$ cat src/rtl/fpdac_pkg.sv
`timescale 1ns/1ps
package fpdac_pkg;
    // Default geometry of the generator
    localparam int DEF_WORD_W      = 16;  // bus word carrying a sample
    localparam int DEF_SAMPLE_W    = 12;  // unsigned sample width
    localparam int DEF_PERIOD_LOG2 = 5;   // period = 2**DEF_PERIOD_LOG2 counts
    localparam int DEF_SCALE_W     = 8;   // micro-step scale width
endpackage

$ cat src/rtl/fpdac_period_counter.sv
`timescale 1ns/1ps
module fpdac_period_counter #(
    parameter int PERIOD_LOG2 = 5
) (
    input  logic                   clk,
    input  logic                   rst_n,
    output logic [PERIOD_LOG2-1:0] cnt_o,
    output logic                   wrap_o
);
    logic [PERIOD_LOG2-1:0] cnt_d, cnt_q;

    always_comb begin
        cnt_d = cnt_q + 1'b1;   // power-of-two period wraps naturally
    end

    always_ff @(posedge clk) begin
        if (!rst_n) cnt_q <= '0;
        else        cnt_q <= cnt_d;
    end

    assign cnt_o  = cnt_q;
    assign wrap_o = (cnt_q == '1);
endmodule

$ cat src/rtl/fpdac_width_calc.sv
`timescale 1ns/1ps
module fpdac_width_calc #(
    parameter int SAMPLE_W    = 12,
    parameter int PERIOD_LOG2 = 5,
    parameter int SCALE_W     = 8
) (
    input  logic [SAMPLE_W-1:0]    sample_i,
    input  logic [SCALE_W-1:0]     scale_i,
    output logic [PERIOD_LOG2-1:0] coarse_o,
    output logic [SCALE_W-1:0]     micro_o
);
    // Fraction bits left below the coarse count, read as a fraction of a clock
    localparam int FRAC_W = SAMPLE_W - PERIOD_LOG2;
    localparam int MP_W   = FRAC_W + SCALE_W;

    logic [FRAC_W-1:0] frac;
    logic [MP_W-1:0]   micro_prod;

    // Period is a power of two: (period * sample) >> SAMPLE_W is the top slice
    assign coarse_o   = sample_i[SAMPLE_W-1 -: PERIOD_LOG2];
    assign frac       = sample_i[FRAC_W-1:0];
    assign micro_prod = MP_W'(frac) * MP_W'(scale_i);
    // fraction < 1, so the scaled result is below scale and fits SCALE_W bits
    assign micro_o    = SCALE_W'(micro_prod >> FRAC_W);
endmodule

$ cat src/rtl/fine_pwm_dac.sv
`timescale 1ns/1ps
module fine_pwm_dac
    import fpdac_pkg::*;
#(
    parameter int WORD_W      = DEF_WORD_W,
    parameter int SAMPLE_W    = DEF_SAMPLE_W,
    parameter int PERIOD_LOG2 = DEF_PERIOD_LOG2,
    parameter int SCALE_W     = DEF_SCALE_W
) (
    input  logic                   clk,
    input  logic                   rst_n,
    input  logic [WORD_W-1:0]      sample_i,
    input  logic                   sample_valid_i,
    input  logic [SCALE_W-1:0]     step_scale_i,
    output logic                   pwm_o,
    output logic [PERIOD_LOG2-1:0] coarse_o,
    output logic [SCALE_W-1:0]     micro_o,
    output logic                   period_start_o
);
    typedef struct packed {
        logic [SAMPLE_W-1:0]    pend;    // last captured sample
        logic [PERIOD_LOG2-1:0] coarse;  // width applied to the current period
        logic [SCALE_W-1:0]     micro;   // micro-steps of the current period
        logic                   start;   // first cycle of a period
    } state_t;

    state_t st_d, st_q;

    logic [SAMPLE_W-1:0]    pend_next;
    logic [PERIOD_LOG2-1:0] cnt;
    logic                   wrap;
    logic [PERIOD_LOG2-1:0] calc_coarse;
    logic [SCALE_W-1:0]     calc_micro;

    // Only the low SAMPLE_W bits of the word carry the sample
    assign pend_next = sample_valid_i ? SAMPLE_W'(sample_i) : st_q.pend;

    fpdac_period_counter #(
        .PERIOD_LOG2(PERIOD_LOG2)
    ) u_counter (
        .clk   (clk),
        .rst_n (rst_n),
        .cnt_o (cnt),
        .wrap_o(wrap)
    );

    // Evaluated on the pending sample; its result is used only at the wrap
    fpdac_width_calc #(
        .SAMPLE_W   (SAMPLE_W),
        .PERIOD_LOG2(PERIOD_LOG2),
        .SCALE_W    (SCALE_W)
    ) u_calc (
        .sample_i(pend_next),
        .scale_i (step_scale_i),
        .coarse_o(calc_coarse),
        .micro_o (calc_micro)
    );

    always_comb begin
        st_d       = st_q;
        st_d.pend  = pend_next;
        st_d.start = wrap;
        if (wrap) begin
            st_d.coarse = calc_coarse;
            st_d.micro  = calc_micro;
        end
    end

    always_ff @(posedge clk) begin
        if (!rst_n) st_q <= '0;
        else        st_q <= st_d;
    end

    assign pwm_o          = (cnt < st_q.coarse);
    assign coarse_o       = st_q.coarse;
    assign micro_o        = st_q.micro;
    assign period_start_o = st_q.start;
endmodule

$ cat config.mk
export PLATFORM = sky130hd
export DESIGN_NAME = fine_pwm_dac
export DESIGN_NICKNAME = d
export VERILOG_FILES = /design/src/rtl/fpdac_pkg.sv /design/src/rtl/fpdac_period_counter.sv /design/src/rtl/fpdac_width_calc.sv /design/src/rtl/fine_pwm_dac.sv
export SDC_FILE = /design/constraint.sdc
export NUM_CORES = 1
export LEC_CHECK = 0
export ABC_CLOCK_PERIOD_IN_PS = 7280
export BUFFER_PORTS_ARGS = -buffer_cell sky130_fd_sc_hd__buf_4
export CORE_ASPECT_RATIO = 0.6
export CORE_MARGIN = 2
export CORE_UTILIZATION = 35
export DETAILED_ROUTE_END_ITERATION = 10
export GPL_TIMING_DRIVEN = 0
export PLACE_DENSITY_LB_ADDON = 0.1
export SLEW_MARGIN = 5
export SYNTH_ARGS = -nofsm -noshare
export SYNTH_HDL_FRONTEND = slang
export SYNTH_SLANG_ARGS = --single-unit
$ cat constraint.sdc
create_clock -name clk -period 7.28 [get_ports clk]
set_input_delay 1.092 -clock clk [delete_from_list [all_inputs] [get_ports clk]]
set_output_delay 1.092 -clock clk [all_outputs]
set_load 0.01 [all_outputs]
==> results.py, run 1 <==
metrics = {
    "setup_path": {
        "crit_arrival_ns": 7.01,
        "critPathRequiredTime_ns": 7.45,
        "cp-start-kind": "input pin",
        "slowest_delay_ns": 0.85,
        "worst_setup_path_end_kind": "flop",
        "critPathKind": "in2reg",
        "crit_path_max_fanout": 10,
        "cp_slowest_cell": "mux2i_1",
        "critPathTopFamily": "adder cells",
        "path_cells": "buf_4 -> buf_1 -> mux2i_1 -> nor2b_1 -> fa_1 -> fa_1 -> fa_1 -> inv_1 -> fa_1 -> inv_1 -> ha_1 -> clkbuf_1 -> a21oi_1 -> o221ai_1 -> a41oi_1 -> o21ai_1 -> xor2_1 -> a22o_1",
        "cpMostUsedCell": "fa_1",
        "cp_num_buf_inv": 5,
    },
    "yosys": {
        "syn_area_mm2": 0.00305,
        "async_flop_share_pct": 0,
        "syn-instance-count": 332,
        "synth-edff-count": 0,
        "ys_ff_latch": 31,
        "yosys_most_used_dff": "dfxtp_1",
        "avgSynthCellArea_um2": 9.17,
        "yosysUniqueCellTypes": 40,
        "synthesis.nets": 424,
        "ys_warn_count": 0,
        "ys_seq_area_share_pct": 20.4,
    },
    "cells_and_area": {
        "syn_to_final_growth_pct": 18.9,
        "final_cell_mix": "50 x buf_4, 37 x ha_1, 33 x inv_1",
        "n_fill_cell": 869,
        "drive_above_1_share_pct": 17.2,
        "final_nets": 468,
        "diodes": 0,
        "final_common_cell": "buf_4",
    },
    "min_path": {
        "hold_class": "reg2reg",
    },
    "global_route": {
        "antenna_found_initial": 0,
        "grt_max_degree": 11,
        "overflow": 0,
        "grt_pass1_wl_um": 12100,
        "grtUsageTotal_pct": 15.8,
        "grt_pass1_vias": 2404,
    },
    "routing": {
        "top_layer": "met4",
        "met1_length_um": 4020,
        "post-route-drc-count": 0,
        "dr.pass1.iters": 4,
        "wl_met2_um": 2460,
        "wl_met3_um": 295,
        "routedWlPerCell_um": 14.0,
        "dr.first_iter.drc_count": 116,
        "wirelength_um": 6830,
        "dr_total_vias": 2292,
        "vias_per_cell": 4.69,
        "ant_nets": 0,
    },
    "clock_tree": {
        "cts_hold_buf": 0,
        "cts_tree": "built",
        "clock_latency_ns": 0.28,
        "h-tree-depth": 2,
        "clock_sinks": 31,
        "cts_setup_buffers": 0,
        "cts_resized": 0,
        "cts-root-buf": "clkbuf_16",
        "path_clk_slew_ns": 0.05,
        "cts.path.max_buffers": 2,
        "cts_made_buffers": 5,
    },
    "floorplan": {
        "initial_utilization_pct": 35.9,
        "core.rowCount": 26,
        "die_area_mm2": 0.00949,
        "die_h_um": 76.3,
        "core_mm2": 0.00849,
        "fp.dieW_um": 124,
        "ios": 42,
    },
    "placed_design": {
        "place_congestion": 0.832,
        "dp_hpwl_um": 5690,
        "io_buffers": 37,
    },
    "sta": {
        "timing.fmax_mhz": 146,
        "fin_crit_sh_pct": 94.1,
        "hold_viol": 0,
        "rsz0062_at_grt": "no",
        "drv_slew": 0,
        "min_period_ns": 6.85,
        "worst_pin_slew_ns": 0.959,
        "max_slew_margin_pct": 36.1,
        "setup-tns-final_ns": 0,
        "setup_violations": 0,
        "skew_ns": 0.00394,
    },
    "outcome": {
        "run_status": "complete, no violations",
    },
    "power_and_ir_drop": {
        "powerDensity_mw_per_mm2": 205,
        "p_leak_nw": 1.74,
        "total_power_mw": 0.743,
        "ir_drop_mv": 0.109,
    },
    "run": {
        "maxCapViolations": 0,
    },
}
==> sequential cells by signal (all words and copies together) (netlist names) <==
register         count
st_q                12
micro_o              8
period_start_o       1
u_counter.cnt_o      5
coarse_o             5
==> power by group <==
group / internal (mW) / switching, mW / leakage (nW)
registers: 0.175 / 0.00232 / 0.253
logic: 0.135 / 0.215 / 1.41
clock network: 0.145 / 0.0705 / 0.0772
==> Yosys cell counts, types with 4 or more instances <==
| master | number | area [um2] |
|---|---|---|
| ha_1 | 37 | 463 |
| inv_1 | 33 | 124 |
| dfxtp_1 | 31 | 621 |
| fa_1 | 28 | 561 |
| nor2b_1 | 25 | 156 |
| nor2_1 | 23 | 86.3 |
| and2_1 | 19 | 119 |
| nand2_1 | 19 | 71.3 |
| buf_4 | 13 | 97.6 |
| a21oi_1 | 12 | 60.1 |
| mux2i_1 | 10 | 100 |
| clkbuf_1 | 8 | 30.0 |
| nand2b_1 | 8 | 50.1 |
| a211oi_1 | 6 | 45.0 |
| nand3_1 | 5 | 25.0 |
| o21ai_0 | 5 | 25.0 |
| a21o_1 | 4 | 30.0 |
| nand4_1 | 4 | 25.0 |
| xnor2_1 | 4 | 35.0 |
| xor2_1 | 4 | 35.0 |
==> routing by layer <==
metal	vias up	GRT usage, %
li1	1186	-
met1	1066	24.8
met2	34	21.8
met3	6	4.00
met4	0	2.81
met5	-	0
==> path summary, 6_finish.rpt <==
path / to / slack [ns] / from / cells after the start
max: micro_o[5] / 0.43 / sample_valid_i / 18
min: micro_o[6] / 0.47 / micro_o[6] / 1
max reg2reg: micro_o[5] / 1.96 / st_q[17] / 16
min reg2reg: micro_o[6] / 0.47 / micro_o[6] / 1
==> cells by family after synthesis <==
| group | after synthesis | synth area share (%) |
|---|---|---|
| buf+inv | 55 | 8.38 |
| mux | 15 | 5.30 |
| compound gates | 48 | 10.6 |
| fa+ha+maj | 65 | 33.6 |
| simple gates | 110 | 19.4 |
| flops | 31 | 20.4 |
| xor+xnor | 8 | 2.30 |
==> worst register-to-register path: cells and delay by family (launching register included) <==
family / cells / cell delay (ns)
multiplexers: 1 / 0.68
AO/OA/AOI/OAI: 5 / 1.19
AND/OR/NAND/NOR: 1 / 0.17
adder cells (fa/ha/maj): 5 / 2.41
XOR/XNOR: 1 / 0.17
buffers and inverters: 3 / 0.30
flip-flops: 1 / 0.29
==> per-stage QoR <==
stage | util, % | setup WS (ns) | cell area, um2 | hold slack (ns) | std cells
after floorplan | - | 1.39 | 3050 | 0.425 | 332
after global placement | 40.8 | 0.194 | 3460 | 0.449 | 481
after detailed placement | 40.8 | 0.172 | 3460 | 0.456 | 481
after CTS | 42.6 | 0.448 | 3620 | 0.475 | 489
after global routing | 42.6 | 0.0832 | 3620 | 0.502 | 489
final | 42.6 | 0.432 | 3620 | 0.471 | 489
==> layout make-up <==
| cell class | count | area, um2 | area share (%) |
|---|---|---|---|
| multi-input cells | 246 | 2170 | 59.9 |
| flip-flops and latches | 31 | 621 | 17.1 |
| repair buffers | 37 | 278 | 7.67 |
| clock buffers | 8 | 156 | 4.32 |
| well taps | 112 | 140 | 3.87 |
| plain buffers | 22 | 131 | 3.63 |
| inverters | 33 | 124 | 3.42 |
(Power assumes the default switching activity.)
==> run 2, diff against run 1 <==
--- a/config.mk
+++ b/config.mk
@@ -12,8 +12,9 @@
 export CORE_UTILIZATION = 35
 export DETAILED_ROUTE_END_ITERATION = 10
 export GPL_TIMING_DRIVEN = 0
+export MAX_ROUTING_LAYER = met4
 export PLACE_DENSITY_LB_ADDON = 0.1
-export SLEW_MARGIN = 5
+export SLEW_MARGIN = 0
 export SYNTH_ARGS = -nofsm -noshare
 export SYNTH_HDL_FRONTEND = slang
 export SYNTH_SLANG_ARGS = --single-unit
==> run 2 against run 1 <==
  * Core utilization unchanged
  * Global-route usage up 0.46 points
  * Cell area unchanged
  * Highest routed layer unchanged
  * Non-clock buffer count unchanged
  * Register-to-register slack about the same
==> results.py, run 2 (synthesis results as in run 1) <==
metrics = {
    "outcome": {
        "run_status": "complete, no violations",
    },
    "routing": {
        "vias_per_cell": 4.69,
        "wirelength_um": 6840,
        "dr_total_vias": 2293,
        "routedWlPerCell_um": 14.0,
        "dr.first_iter.drc_count": 113,
        "ant_nets": 0,
        "post-route-drc-count": 0,
        "dr.pass1.iters": 4,
    },
    "setup_path": {
        "reg2reg_slack_ns": 1.96,
        "path_cells": "buf_4 -> buf_1 -> mux2i_1 -> nor2b_1 -> fa_1 -> fa_1 -> fa_1 -> inv_1 -> fa_1 -> inv_1 -> ha_1 -> clkbuf_1 -> a21oi_1 -> o221ai_1 -> a41oi_1 -> o21ai_1 -> xor2_1 -> a22o_1",
        "crit_arrival_ns": 7.02,
        "worst_setup_path_end_kind": "flop",
        "critPathTopFamily": "adder cells",
        "cpMostUsedCell": "fa_1",
        "cp_slowest_cell": "mux2i_1",
        "cp-start-kind": "input pin",
        "slowest_delay_ns": 0.85,
        "critPathRequiredTime_ns": 7.45,
        "cp_num_buf_inv": 5,
        "crit_path_max_fanout": 10,
        "cp-startpoint": "sample_valid_i",
        "critPathKind": "in2reg",
        "worstReg2RegStart": "st_q[17]",
    },
    "sta": {
        "fin_crit_sh_pct": 94.1,
        "hold_viol": 0,
        "max_slew_margin_pct": 35.9,
        "rsz0062_at_grt": "no",
        "drv_slew": 0,
        "timing.fmax_mhz": 146,
        "setup-tns-final_ns": 0,
        "skew_ns": 0.00395,
        "worst_pin_slew_ns": 0.962,
        "min_period_ns": 6.85,
        "setup_violations": 0,
    },
    "cells_and_area": {
        "final_cell_mix": "50 x buf_4, 37 x ha_1, 33 x inv_1",
        "largest_reg_flops": 12,
        "diodes": 0,
        "drive_above_1_share_pct": 17.2,
        "n_fill_cell": 869,
        "top_register": "st_q",
        "final_nets": 468,
        "final_cells": 489,
        "syn_to_final_growth_pct": 18.9,
        "final_common_cell": "buf_4",
    },
    "global_route": {
        "grt_pass1_wl_um": 12100,
        "grt_pass1_vias": 2401,
        "grt_max_degree": 11,
        "grtUsageTotal_pct": 16.3,
        "overflow": 0,
        "antenna_found_initial": 0,
    },
    "power_and_ir_drop": {
        "ir_drop_mv": 0.109,
        "p_leak_nw": 1.74,
        "powerDensity_mw_per_mm2": 205,
    },
    "clock_tree": {
        "cts_hold_buf": 0,
        "h-tree-depth": 2,
        "path_clk_slew_ns": 0.05,
        "cts_tree": "built",
        "clock_latency_ns": 0.28,
        "cts-root-buf": "clkbuf_16",
        "clock_sinks": 31,
        "cts_made_buffers": 5,
        "cts_resized": 0,
        "cts_setup_buffers": 0,
        "cts.path.max_buffers": 2,
    },
    "run": {
        "maxCapViolations": 0,
    },
    "min_path": {
        "hold_start": "micro_o[6]",
        "hold_class": "reg2reg",
    },
    "placed_design": {
        "dp_hpwl_um": 5690,
        "place_congestion": 0.845,
        "place_inst": 481,
        "io_buffers": 37,
    },
    "floorplan": {
        "die_h_um": 76.3,
        "fp.dieW_um": 124,
        "core.rowCount": 26,
        "die_area_mm2": 0.00949,
        "initial_utilization_pct": 35.9,
        "ios": 42,
        "core_mm2": 0.00849,
    },
}
-- run 2: cell counts in the layout (fill, tap and decap cells not counted) --
No cell type changed its count.
-- run 2: routing by layer --
metal | vias to the layer above | wire, um | track usage, %
li1 | 1187 | - | -
met1 | 1066 | 4030 | 24.9
met2 | 34 | 2460 | 21.8
met3 | 6 | 289 | 3.93
met4 | 0 | 55 | 2.81
met5 | - | 0 | -
-- run 2: path summary, 6_finish.rpt --
check	end	cells past startpoint
min	micro_o[6]	1
max	micro_o[5]	18
min reg2reg	micro_o[6]	1
max reg2reg	micro_o[5]	16
-- run 2: layout make-up --
class                   instances  area (um2)  area share, %
flip-flops and latches         31         621           17.1
clock buffers                   8         156           4.32
repair buffers                 37         278           7.67
plain buffers                  22         131           3.63
well taps                     112         140           3.87
multi-input cells             246        2170           59.9
inverters                      33         124           3.42
-- run 2: worst register-to-register path, stage by stage, from the launching register on --
cell and delay (ns):
dfxtp_1 0.29, mux2i_1 0.68, nor2b_1 0.17, fa_1 0.60, fa_1 0.46, fa_1 0.55, inv_1 0.06, fa_1 0.53
inv_1 0.05, ha_1 0.27, clkbuf_1 0.19, a21oi_1 0.30, o221ai_1 0.17, a41oi_1 0.34, o21ai_1 0.18, xor2_1 0.17
a22o_1 0.20
-- run 2: report_power, final --
part	switching [mW]	internal (mW)	leakage [nW]
clock network	0.0705	0.145	0.0772
logic	0.215	0.135	1.41
registers	0.00232	0.175	0.253
total	0.287	0.455	1.74
-- run 2: stage by stage --
stage               hold WS [ns]  utilization, %  instance area [um2]  worst slack (ns)  total power, mW
floorplan                  0.425               -                 3050              1.39            0.439
global placement           0.449            40.8                 3460             0.194            0.531
detailed placement         0.456            40.8                 3460             0.172            0.530
CTS                        0.475            42.6                 3620             0.448            0.753
global route               0.502            42.6                 3620            0.0831            0.818
finish                     0.471            42.6                 3620             0.430            0.743
==> run 3, diff against run 2 <==
--- a/config.mk
+++ b/config.mk
@@ -5,6 +5,7 @@
 export SDC_FILE = /design/constraint.sdc
 export NUM_CORES = 1
 export LEC_CHECK = 0
+export ABC_AREA = 1
 export ABC_CLOCK_PERIOD_IN_PS = 7280
 export BUFFER_PORTS_ARGS = -buffer_cell sky130_fd_sc_hd__buf_4
 export CORE_ASPECT_RATIO = 0.6
==> run 3 against run 2 <==
  * Register-to-register slack improved by 0.45 ns
  * Non-clock buffer count fell by 3
  * Synthesized area is 0.41% higher
  * Largest power group unchanged
  * Cell count increased by 13%
  * Largest cell class unchanged
  * Combinational power is 17% higher
  * Via count increased by 10%
  * Cell area rose by 0.62%
  * Critical path type unchanged
  * Global-route usage up 0.23 points
  * Hold slack improved by 0.0032 ns
  * Sequential cell count unchanged
  * Setup slack better by 0.97 ns
==> results.py, run 3 <==
metrics = {
    "cells_and_area": {
        "top_register": "st_q",
        "final_cell_mix": "66 x inv_1, 64 x nor2_1, 55 x nand2_1",
        "drive_above_1_share_pct": 17.3,
        "final_cells": 551,
        "largest_reg_flops": 12,
        "final_nets": 530,
        "diodes": 0,
        "final_common_cell": "inv_1",
        "fin_util_pct": 42.9,
        "syn_to_final_growth_pct": 19.1,
    },
    "floorplan": {
        "die_h_um": 76.4,
        "core.rowCount": 26,
        "core_mm2": 0.00849,
        "die_area_mm2": 0.00953,
        "fp.dieW_um": 125,
        "ios": 42,
        "initial_utilization_pct": 36.0,
    },
    "setup_path": {
        "critPathRequiredTime_ns": 7.45,
        "crit_path_max_fanout": 10,
        "crit_arrival_ns": 6.05,
        "critPathKind": "in2reg",
        "cp-startpoint": "sample_valid_i",
        "worstRegToRegCells": 16,
        "worstReg2RegStart": "st_q[17]",
        "cp-start-kind": "input pin",
        "regToRegEndpoint": "micro_o[7]",
        "reg2reg_slack_ns": 2.41,
        "worst_setup_path_end_kind": "flop",
    },
    "yosys": {
        "syn_area_mm2": 0.00306,
        "synth-edff-count": 0,
        "yosys_most_used_dff": "dfxtp_1",
        "yosys.area.top_type": "dfxtp_1",
        "yosys-top-cells-count": "66 x inv_1, 64 x nor2_1, 55 x nand2_1",
        "avgSynthCellArea_um2": 7.74,
        "synth-xor-area-share_pct": 1.15,
        "synth-simple-area-share_pct": 20.5,
        "synth_most_common_cell": "inv_1",
        "synthMuxAreaShare_pct": 2.29,
        "ys_seq_area_share_pct": 20.3,
        "ys_ff_latch": 31,
        "synth_adder_area_share_pct": 33.5,
        "syn-instance-count": 395,
        "synth_top_family_by_area": "adder cells",
        "yosysUniqueCellTypes": 31,
        "async_flop_share_pct": 0,
        "ys_warn_count": 0,
        "synth-compound-area-share_pct": 9.45,
        "synthesis.nets": 487,
        "synth.area.top_cells": "dfxtp_1 20%, fa_1 18%, ha_1 15%",
        "netlist.area_leader.share_pct": 20.3,
    },
    "outcome": {
        "run_status": "complete, no violations",
    },
    "placed_design": {
        "place_congestion": 0.891,
        "dp_hpwl_um": 5930,
        "place_inst": 543,
        "io_buffers": 36,
    },
    "min_path": {
        "holdPathEnd": "u_counter.cnt_o[0]",
        "hold_class": "reg2reg",
        "hold_start": "u_counter.cnt_o[0]",
        "min_path_cells": 1,
    },
    "routing": {
        "ant_nets": 0,
        "routedWlPerCell_um": 12.4,
        "vias_per_cell": 4.59,
        "post-route-drc-count": 0,
        "dr.first_iter.drc_count": 146,
        "dr.pass1.iters": 4,
        "dr_total_vias": 2528,
        "wirelength_um": 6860,
    },
    "sta": {
        "drv_slew": 0,
        "min_period_ns": 5.88,
        "fin_crit_sh_pct": 80.8,
        "worst_pin_slew_ns": 0.993,
        "timing.fmax_mhz": 170,
        "skew_ns": 0.00435,
        "whs_ns": 0.474,
        "rsz0062_at_grt": "no",
        "setup-tns-final_ns": 0,
        "hold_viol": 0,
        "setup_violations": 0,
        "max_slew_margin_pct": 31.9,
    },
    "clock_tree": {
        "h-tree-depth": 2,
        "cts_hold_buf": 0,
        "clock_sinks": 31,
        "cts_setup_buffers": 0,
        "cts-root-buf": "clkbuf_16",
        "path_clk_slew_ns": 0.05,
        "cts_made_buffers": 5,
        "clock_latency_ns": 0.28,
        "cts.path.max_buffers": 2,
        "cts_resized": 0,
        "cts_tree": "built",
    },
    "power_and_ir_drop": {
        "powerDensity_mw_per_mm2": 229,
        "ir_drop_mv": 0.0938,
        "p_leak_nw": 2.00,
        "total_power_mw": 0.833,
    },
    "global_route": {
        "antenna_found_initial": 0,
        "grtUsageTotal_pct": 16.5,
        "grt_pass1_vias": 2590,
        "grt_max_degree": 11,
        "overflow": 0,
        "grt_pass1_wl_um": 12400,
    },
    "run": {
        "maxCapViolations": 0,
    },
}
## run 3: cell types whose count changed in the layout (fill, tap and decap cells not counted), sizes merged, moves of 8 or more
| cell | before | now |
|---|---|---|
| nand2 | 19 | 59 |
| nand3 | 5 | 13 |
| and2 | 19 | 0 |
| nand2b | 8 | 0 |
| inv | 33 | 71 |
| nor2b | 25 | 0 |
| nor2 | 23 | 66 |
## run 3: cells by family after synthesis
| kind of cell | count (synthesis) |
|---|---|
| buffers and inverters | 91 |
| and+or+nand+nor | 148 |
| adders and majority gates | 65 |
| xor gates and xnor gates | 4 |
| DFF | 31 |
| muxes | 7 |
| AOI/OAI and AO/OA | 49 |
## run 3: how the worst max path moves through the flow
stage | to | slack (ns) | cells past startpoint
2_1_floorplan | micro_o[7] | 1.97 | 17
3_3_place_gp | micro_o[7] | 1.17 | 18
3_5_place_dp | micro_o[7] | 1.12 | 18
4_1_cts | micro_o[7] | 1.41 | 18
5_1_grt | micro_o[7] | 1.08 | 19
6_report | micro_o[7] | 1.40 | 18
## run 3: routing by layer
metal | vias up | routed length [um] | track usage [%]
met5 | - | 0 | -
met4 | 0 | 53 | 3.26
met3 | 9 | 536 | 5.20
met2 | 53 | 2460 | 21.3
met1 | 1158 | 3810 | 24.9
li1 | 1308 | - | -
## run 3: area by class of cell
| class | instances | area [um2] |
|---|---|---|
| fillers | 865 | 4850 |
| multi-input cells | 273 | 2050 |
| flip-flops and latches | 31 | 621 |
| repair buffers | 36 | 270 |
| inverters | 71 | 267 |
| well taps | 112 | 140 |
| clock buffers | 6 | 139 |
| plain buffers | 20 | 125 |
| clock inverters | 2 | 35.0 |
## run 3: power breakdown
part | switching (mW) | internal (mW) | leakage (nW)
combinational | 0.253 | 0.159 | 1.66
sequential | 0.00253 | 0.175 | 0.253
clock | 0.0737 | 0.170 | 0.0868
total | 0.329 | 0.504 | 2.00
## run 3: through the flow
step	worst slack (ns)	instance area, um2
after floorplan	1.97	3060
after global placement	1.17	3470
after detailed placement	1.12	3470
after CTS	1.41	3640
after global routing	1.08	3640
final	1.40	3640
## run 3: worst max-delay path, stage by stage
cell     delay, ns
buf_4         0.10
buf_2         0.26
mux2i_1       0.86
nor2_1        0.14
fa_1          0.59
fa_1          0.44
fa_1          0.55
inv_1         0.06
fa_1          0.53
inv_1         0.04
ha_1          0.34
a21o_1        0.22
a21oi_1       0.28
nor2_1        0.08
nor3_1        0.20
a21oi_1       0.10
nor2_1        0.11
nor2_1        0.04
